### src/rtl/gn_pkg.sv
package gn_pkg;
  localparam int U_W     = 4;
  localparam int N_SRC   = 2 * U_W;
  localparam int V_W     = U_W;
  localparam int S_W     = 2 * U_W;
  localparam int W_INT   = 6;
  localparam int W_FRAC  = 8;
  localparam int W_W     = W_INT + W_FRAC;
  localparam int X_W     = V_W + W_W;
  localparam int D_LIM   = 1 << (2 * (U_W - 1));
  localparam int S_SHIFT = S_W - 2 * (U_W - 1);

  typedef struct packed {
    logic signed [V_W-1:0] v1;
    logic signed [V_W-1:0] v2;
    logic [S_W-1:0]        s;
  } draw_t;

  function automatic int src_len(int i);
    case (i)
      0: return 5;   1: return 6;   2: return 7;   3: return 9;
      4: return 10;  5: return 11;  6: return 15;  default: return 17;
    endcase
  endfunction

  function automatic int src_tap(int i);
    case (i)
      0: return 3;   1: return 5;   2: return 6;   3: return 5;
      4: return 7;   5: return 9;   6: return 14;  default: return 14;
    endcase
  endfunction

  // radius code for address {u1,u2}; 0 marks a rejected draw
  function automatic logic [S_W-1:0] s_code(int a);
    int u1, u2, d1, d2, d;
    u1 = (a >> U_W) & ((1 << U_W) - 1);
    u2 = a & ((1 << U_W) - 1);
    d1 = u1 - (1 << (U_W - 1));
    d2 = u2 - (1 << (U_W - 1));
    d  = d1 * d1 + d2 * d2;
    if (d >= D_LIM) return '0;
    return S_W'(d << S_SHIFT);
  endfunction

  function automatic logic [W_W-1:0] w_code(int s);
    real x, w;
    int  c;
    if (s == 0) return '0;
    x = real'(s) / real'(1 << S_W);
    w = $sqrt(-2.0 * $ln(x) / x);
    c = int'(w * real'(1 << W_FRAC));
    if (c > (1 << W_W) - 1) c = (1 << W_W) - 1;
    return W_W'(c);
  endfunction
endpackage

### src/rtl/gn_lfsr.sv
module gn_lfsr #(
  parameter int LEN = 5,
  parameter int TAP = 3
) (
  input  logic clk_i,
  input  logic rst_ni,
  input  logic en_i,
  output logic bit_o
);
  logic [LEN-1:0] state_q;
  logic           fb;

  assign fb    = state_q[LEN-1] ^ state_q[TAP-1];
  assign bit_o = state_q[LEN-1];

  always_ff @(posedge clk_i or negedge rst_ni) begin
    if (!rst_ni)   state_q <= '1;
    else if (en_i) state_q <= {state_q[LEN-2:0], fb};
  end

  a_r2_never_zero: assert property (@(posedge clk_i) disable iff (!rst_ni)
    state_q != '0);
  a_r4_frozen_when_stalled: assert property (@(posedge clk_i) disable iff (!rst_ni)
    !en_i |=> $stable(state_q));
endmodule

### src/rtl/gn_uniform_src.sv
module gn_uniform_src
  import gn_pkg::*;
(
  input  logic           clk_i,
  input  logic           rst_ni,
  input  logic           en_i,
  output logic [U_W-1:0] u1_o,
  output logic [U_W-1:0] u2_o
);
  logic [N_SRC-1:0] bits;

  for (genvar i = 0; i < N_SRC; i++) begin : g_src
    gn_lfsr #(.LEN(src_len(i)), .TAP(src_tap(i))) u_lfsr (
      .clk_i (clk_i),
      .rst_ni(rst_ni),
      .en_i  (en_i),
      .bit_o (bits[i])
    );
  end

  assign u1_o = bits[U_W-1:0];
  assign u2_o = bits[N_SRC-1:U_W];
endmodule

### src/rtl/gn_fifo.sv
module gn_fifo #(
  parameter int DW    = 16,
  parameter int DEPTH = 16
) (
  input  logic          clk_i,
  input  logic          rst_ni,
  input  logic          wr_i,
  input  logic [DW-1:0] wdata_i,
  input  logic          rd_i,
  output logic [DW-1:0] rdata_o,
  output logic          full_o,
  output logic          empty_o
);
  localparam int PW = (DEPTH > 1) ? $clog2(DEPTH) : 1;
  localparam int CW = $clog2(DEPTH + 1);

  logic [DW-1:0] mem_q [DEPTH];
  logic [PW-1:0] wp_q, rp_q;
  logic [CW-1:0] cnt_q;

  function automatic logic [PW-1:0] bump(logic [PW-1:0] p);
    return (p == PW'(DEPTH - 1)) ? '0 : p + 1'b1;
  endfunction

  assign full_o  = (cnt_q == CW'(DEPTH));
  assign empty_o = (cnt_q == '0);
  assign rdata_o = mem_q[rp_q];

  always_ff @(posedge clk_i or negedge rst_ni) begin
    if (!rst_ni) begin
      wp_q  <= '0;
      rp_q  <= '0;
      cnt_q <= '0;
    end else begin
      if (wr_i) wp_q <= bump(wp_q);
      if (rd_i) rp_q <= bump(rp_q);
      if (wr_i && !rd_i)      cnt_q <= cnt_q + 1'b1;
      else if (rd_i && !wr_i) cnt_q <= cnt_q - 1'b1;
    end
  end

  always_ff @(posedge clk_i) begin
    if (wr_i) mem_q[wp_q] <= wdata_i;
  end

  a_r4_no_overflow: assert property (@(posedge clk_i) disable iff (!rst_ni)
    wr_i |-> !full_o);
  a_r4_no_underflow: assert property (@(posedge clk_i) disable iff (!rst_ni)
    rd_i |-> !empty_o);
endmodule

### src/rtl/gn_scale.sv
module gn_scale
  import gn_pkg::*;
(
  input  draw_t                 draw_i,
  output logic signed [X_W-1:0] x1_o,
  output logic signed [X_W-1:0] x2_o
);
  localparam int N_ROM = 1 << S_W;

  logic [W_W-1:0] w_rom [N_ROM];
  logic [W_W-1:0] w;

  for (genvar i = 0; i < N_ROM; i++) begin : g_wrom
    localparam logic [W_W-1:0] ENTRY = w_code(i);
    assign w_rom[i] = ENTRY;
  end

  assign w    = w_rom[draw_i.s];
  assign x1_o = X_W'(draw_i.v1) * X_W'($signed({1'b0, w}));
  assign x2_o = X_W'(draw_i.v2) * X_W'($signed({1'b0, w}));
endmodule

### src/rtl/gn_polar_noise.sv
module gn_polar_noise
  import gn_pkg::*;
#(
  parameter int DEPTH = 16
) (
  input  logic                         clk_i,
  input  logic                         rst_ni,
  output logic                         valid_o,
  output logic signed [gn_pkg::X_W-1:0] x1_o,
  output logic signed [gn_pkg::X_W-1:0] x2_o
);
  localparam int N_SROM = 1 << S_W;
  localparam int DW     = $bits(draw_t);

  logic [U_W-1:0]        u1, u2;
  logic [S_W-1:0]        s_rom [N_SROM];
  logic [S_W-1:0]        s;
  logic                  full, empty, adv, wr, rd;
  logic                  slot_q;
  draw_t                 wdraw, rdraw;
  logic signed [X_W-1:0] x1, x2;

  gn_uniform_src u_src (
    .clk_i (clk_i),
    .rst_ni(rst_ni),
    .en_i  (adv),
    .u1_o  (u1),
    .u2_o  (u2)
  );

  for (genvar i = 0; i < N_SROM; i++) begin : g_srom
    localparam logic [S_W-1:0] ENTRY = s_code(i);
    assign s_rom[i] = ENTRY;
  end

  assign s        = s_rom[{u1, u2}];
  assign adv      = !full;
  assign wr       = adv && (s != '0);
  assign wdraw.v1 = u1 - U_W'(1 << (U_W - 1));
  assign wdraw.v2 = u2 - U_W'(1 << (U_W - 1));
  assign wdraw.s  = s;
  assign rd       = slot_q && !empty;

  gn_fifo #(.DW(DW), .DEPTH(DEPTH)) u_fifo (
    .clk_i  (clk_i),
    .rst_ni (rst_ni),
    .wr_i   (wr),
    .wdata_i(wdraw),
    .rd_i   (rd),
    .rdata_o(rdraw),
    .full_o (full),
    .empty_o(empty)
  );

  gn_scale u_scale (
    .draw_i(rdraw),
    .x1_o  (x1),
    .x2_o  (x2)
  );

  always_ff @(posedge clk_i or negedge rst_ni) begin
    if (!rst_ni) begin
      slot_q  <= 1'b0;
      valid_o <= 1'b0;
      x1_o    <= '0;
      x2_o    <= '0;
    end else begin
      slot_q  <= !slot_q;
      valid_o <= rd;
      if (rd) begin
        x1_o <= x1;
        x2_o <= x2;
      end
    end
  end

  a_r5_spaced_valid: assert property (@(posedge clk_i) disable iff (!rst_ni)
    valid_o |=> !valid_o);
  a_r9_no_rejected_pair: assert property (@(posedge clk_i) disable iff (!rst_ni)
    valid_o |-> (x1_o != '0 || x2_o != '0));
  a_r7_hold_x1: assert property (@(posedge clk_i) disable iff (!rst_ni)
    !valid_o |-> $stable(x1_o));
  a_r7_hold_x2: assert property (@(posedge clk_i) disable iff (!rst_ni)
    !valid_o |-> $stable(x2_o));
endmodule

### config.mk
export PLATFORM = sky130hd
export DESIGN_NAME = gn_polar_noise
export DESIGN_NICKNAME = d
export VERILOG_FILES = /design/src/rtl/gn_pkg.sv /design/src/rtl/gn_lfsr.sv /design/src/rtl/gn_uniform_src.sv /design/src/rtl/gn_fifo.sv /design/src/rtl/gn_scale.sv /design/src/rtl/gn_polar_noise.sv
export SDC_FILE = /design/constraint.sdc
export NUM_CORES = 1
export LEC_CHECK = 0
export BUFFER_PORTS_ARGS = -buffer_cell sky130_fd_sc_hd__buf_2
export CORE_MARGIN = 1
export CORE_UTILIZATION = 64
export CTS_BUF_LIST = sky130_fd_sc_hd__clkbuf_16
export CTS_CLUSTER_SIZE = 28
export DETAILED_ROUTE_END_ITERATION = 16
export MAX_ROUTING_LAYER = met4
export PLACE_DENSITY_LB_ADDON = 0.05
export SLEW_MARGIN = 20
export SYNTH_ARGS = -nofsm -noshare
export SYNTH_HDL_FRONTEND = slang
export SYNTH_SLANG_ARGS = --single-unit
### constraint.sdc
create_clock -name clk_i -period 8.55 [get_ports clk_i]
set_input_delay 0.4275 -clock clk_i [delete_from_list [all_inputs] [get_ports clk_i]]
set_output_delay 0.4275 -clock clk_i [all_outputs]
set_load 0.01 [all_outputs]
==> flow_metrics.py <==
metrics = {
    "yosys": {
        "synth_cell_types": 98,
        "synth-main-ff-cell": "edfxtp_1",
        "ys_async_sr_fraction": 0.3690,
        "synth_edf_count": 224,
        "yosysWarnings": 0,
        "synthMostInstantiatedCell": "edfxtp_1",
        "synth-seq-cells": 355,
        "syn_area_um2": 19690,
        "syn_nets": 1713,
        "yosys.area.top_type": "edfxtp_1",
        "syn-mean-instance-area_um2": 12.58,
        "synth_common_cells": "edfxtp_1 (224), nand2_1 (152), nor2_1 (123)",
        "synth_top_area_share": 0.3417,
        "synth_area_leaders": "edfxtp_1 (34%), dfstp_2 (11%), dfrtp_1 (6.5%)",
        "syn_inst": 1565,
        "synth-seq-area-share": 0.5133,
    },
    "critical_path": {
        "regToRegSetupSlack_ns": 0.48,
        "worstSetupEndpointType": "flop",
        "start_kind": "flop",
        "crit_family": "compound AO/OA/AOI/OAI gates",
        "reg2reg_depth": 26,
        "crit_top_cell": "fa_1",
        "cp_slowest_cell": "dfrtp_4",
        "reg2reg_from": "u_fifo.rp_q[0]$_DFFE_PN0P_",
        "slowest_delay_ns": 0.65,
        "path_depth": 26,
        "crit_fanout": 19,
        "critPathBufInv": 2,
        "r2r_end": "x2_o[17]$_DFFE_PN0P_",
        "criticalPathCategory": "flop to flop",
        "critPathArrivalTime_ns": 8.44,
        "cp.required_ns": 8.92,
    },
    "finish": {
        "stdcell_count": 2019,
        "fin_util": 0.7213,
        "n_antenna_cell": 0,
        "multiInputGateArea_um2": 9065,
        "syn_to_final_growth_pct": 9.743,
        "regArea_um2": 10110,
        "final_nets": 1749,
        "drive_above_1_share": 0.2511,
        "fill_cells": 2046,
    },
    "place": {
        "detailed_place_hpwl_mm": 29.08,
        "place_congestion": 0.9620,
        "dp.cells": 1951,
        "place_ws_ns": 0.5203,
        "io_buffer_count": 38,
    },
    "timing": {
        "rsz0062_at_grt": "false",
        "clock-skew-final_ns": 0.03546,
        "finalHoldViolations": 0,
        "drv_slew": 0,
        "worstMarginPinSlew_ns": 1.128,
        "fmax_ghz": 0.1239,
        "fin_crit_sh": 0.9440,
        "layout_setup_ws_ns": 0.4791,
        "fin_tns_setup_ns": 0,
        "finalSetupViolations": 0,
        "slew_headroom": 0.2481,
        "period_needed_ns": 8.071,
    },
    "route": {
        "first_pass_iters": 5,
        "routed_wl_mm": 45.19,
        "drt_iter0_drc": 1287,
        "drtAntennaViolNets": 0,
        "routedWlPerCell_um": 22.38,
        "drcViolationCount": 0,
        "via_per_inst": 6.499,
        "vias": 13120,
    },
    "floorplan": {
        "initial_utilization": 0.6573,
        "io_pins": 39,
        "rows": 63,
        "core_area_um2": 29950,
        "die_w_um": 177.4,
        "dieArea_um2": 31470,
        "dieHeight_um": 177.4,
    },
    "clock_network": {
        "cts_tree": "built",
        "htreeDepth": 2,
        "insertion_delay_ns": 0.55,
        "cts_root_buf": "clkbuf_16",
        "cts_max_path_buffers": 3,
        "clk_pin_slew_ns": 0.06,
        "numCtsBuffers": 37,
        "cts.sinks": 355,
    },
    "run_status": {
        "status": "finished clean",
    },
    "global_routing": {
        "grt_overflow": 0,
        "grt_max_degree": 98,
        "first_global_vias": 13070,
        "grt_antenna_before_repair": 0,
        "grt_pass1_wl_mm": 71.99,
        "grtUsageTotal": 0.3097,
    },
    "min_path": {
        "hp-class": "flop to flop",
        "holdPathEnd": "x2_o[11]$_DFFE_PN0P_",
        "hold_path_depth": 2,
        "hold_path_startpoint": "x2_o[11]$_DFFE_PN0P_",
    },
    "power_and_ir_drop": {
        "p_int_mw": 2.642,
        "swShare": 0.2068,
        "p_leak_nw": 8.230,
        "p_seq_frac": 0.544,
        "p_clk_frac": 0.452,
        "power_density_nw_per_um2": 154.2,
        "peakVddDrop_mv": 0.1858,
        "p_switching_mw": 0.6887,
        "comb_power_share": 0.004,
    },
    "run": {
        "drv_cap": 0,
    },
}
## registers in the layout, summed over array words and instances, names as in the netlist
name / flops
u_fifo.mem_q: 224
x1_o: 18
u_fifo.wp_q: 4
valid_o: 1
u_src.g_src.u_lfsr.state_q: 80
x2_o: 18
slot_q: 1
u_fifo.rp_q: 4
u_fifo.cnt_q: 5
## power groups by stage
| stage | clock (mW) | combinational (mW) | sequential, mW |
|---|---|---|---|
| after global placement | 0 | 0.0128 | 1.84 |
| after floorplan | 0 | 0.00000413 | 1.84 |
| after detailed placement | 0 | 0.0132 | 1.84 |
| final | 1.51 | 0.0127 | 1.81 |
| after CTS | 1.53 | 0.0137 | 1.81 |
| after global routing | 1.60 | 0.0153 | 1.81 |
## layout by cell type (no fill, tap or decap), types with 9 or more instances in the layout
cell	synthesis	final
clkbuf_16	0	37
nor2b_1	13	13
buf_2	27	37
a31oi_1	25	25
ha_1	99	99
o21ai_0	71	69
and2_1	25	25
nand3_1	37	37
inv_1	38	49
or2_1	10	10
nor2_1	123	122
buf_4	5	56
mux2i_1	24	24
nand2_1	152	151
a21oi_1	50	50
dfstp_2	80	80
mux4_2	55	55
mux2_2	73	73
edfxtp_1	224	224
dfrtp_1	51	49
nor3_1	23	17
a211oi_1	13	13
xor2_1	15	15
xnor2_1	21	21
fa_1	47	47
o211ai_1	9	9
## metal layers
| metal | vias to the layer above | global-route usage | share of wire |
|---|---|---|---|
| met1 | 6597 | 0.3950 | 0.40 |
| met2 | 538 | 0.5155 | 0.50 |
| met4 | 0 | 0.1065 | 0.031 |
| li1 | 5875 | - | - |
| met5 | - | - | 0 |
| met3 | 111 | 0.03749 | 0.064 |
## final cells by class
class	instances	share of cell area
Timing Repair Buffer	95	0.02901
Clock inverter	30	0.009903
Inverter	47	0.008165
Tap cell	390	0.02259
Sequential cell	355	0.4679
Multi-Input combinational cell	1065	0.4196
Clock buffer	37	0.04285
## how the worst max path moves through the flow
stage	start	to	slack, ns
after floorplan	u_fifo.rp_q[0]$_DFFE_PN0P_	x2_o[17]$_DFFE_PN0P_	1.15
after global placement	u_fifo.rp_q[0]$_DFFE_PN0P_	x2_o[17]$_DFFE_PN0P_	0.66
after detailed placement	u_fifo.rp_q[0]$_DFFE_PN0P_	x2_o[17]$_DFFE_PN0P_	0.52
after CTS	u_fifo.rp_q[0]$_DFFE_PN0P_	x2_o[17]$_DFFE_PN0P_	0.43
after global routing	u_fifo.rp_q[0]$_DFFE_PN0P_	x2_o[17]$_DFFE_PN0P_	0.02
final	u_fifo.rp_q[0]$_DFFE_PN0P_	x2_o[17]$_DFFE_PN0P_	0.48
## metrics by stage
stage | power [mW] | area, um^2 | hold WS [ns]
2_1_floorplan | 1.844 | 19690 | 0.1319
3_3_place_gp | 1.857 | 20450 | 0.4560
3_5_place_dp | 1.857 | 20450 | 0.4605
4_1_cts | 3.354 | 21600 | 0.4728
5_1_grt | 3.421 | 21610 | 0.4960
6_report | 3.331 | 21610 | 0.4664
## logic make-up after synthesis
group / share of synthesized area
compound gates: 0.09736
xor+xnor: 0.01602
simple gates: 0.1094
buf+inv: 0.03337
flops: 0.5133
fa+ha+maj: 0.1107
mux: 0.1199
## repair_timing
action,in CTS,in global routing
setup endpoints to repair,0,1
gates resized for setup,0,1
hold endpoints to repair,36,0
setup buffers,0,0
hold buffers,1,0
## worst reg2reg max path, delay by kind of cell, from the launching register on
family | cells | cell delay (ns)
AOI/OAI and AO/OA | 12 | 2.97
adders and majority gates | 6 | 2.51
and+or+nand+nor | 4 | 0.86
muxes | 2 | 0.74
DFF | 1 | 0.65
buffers and inverters | 2 | 0.19
No activity file was read; power rests on OpenSTA's default activity.
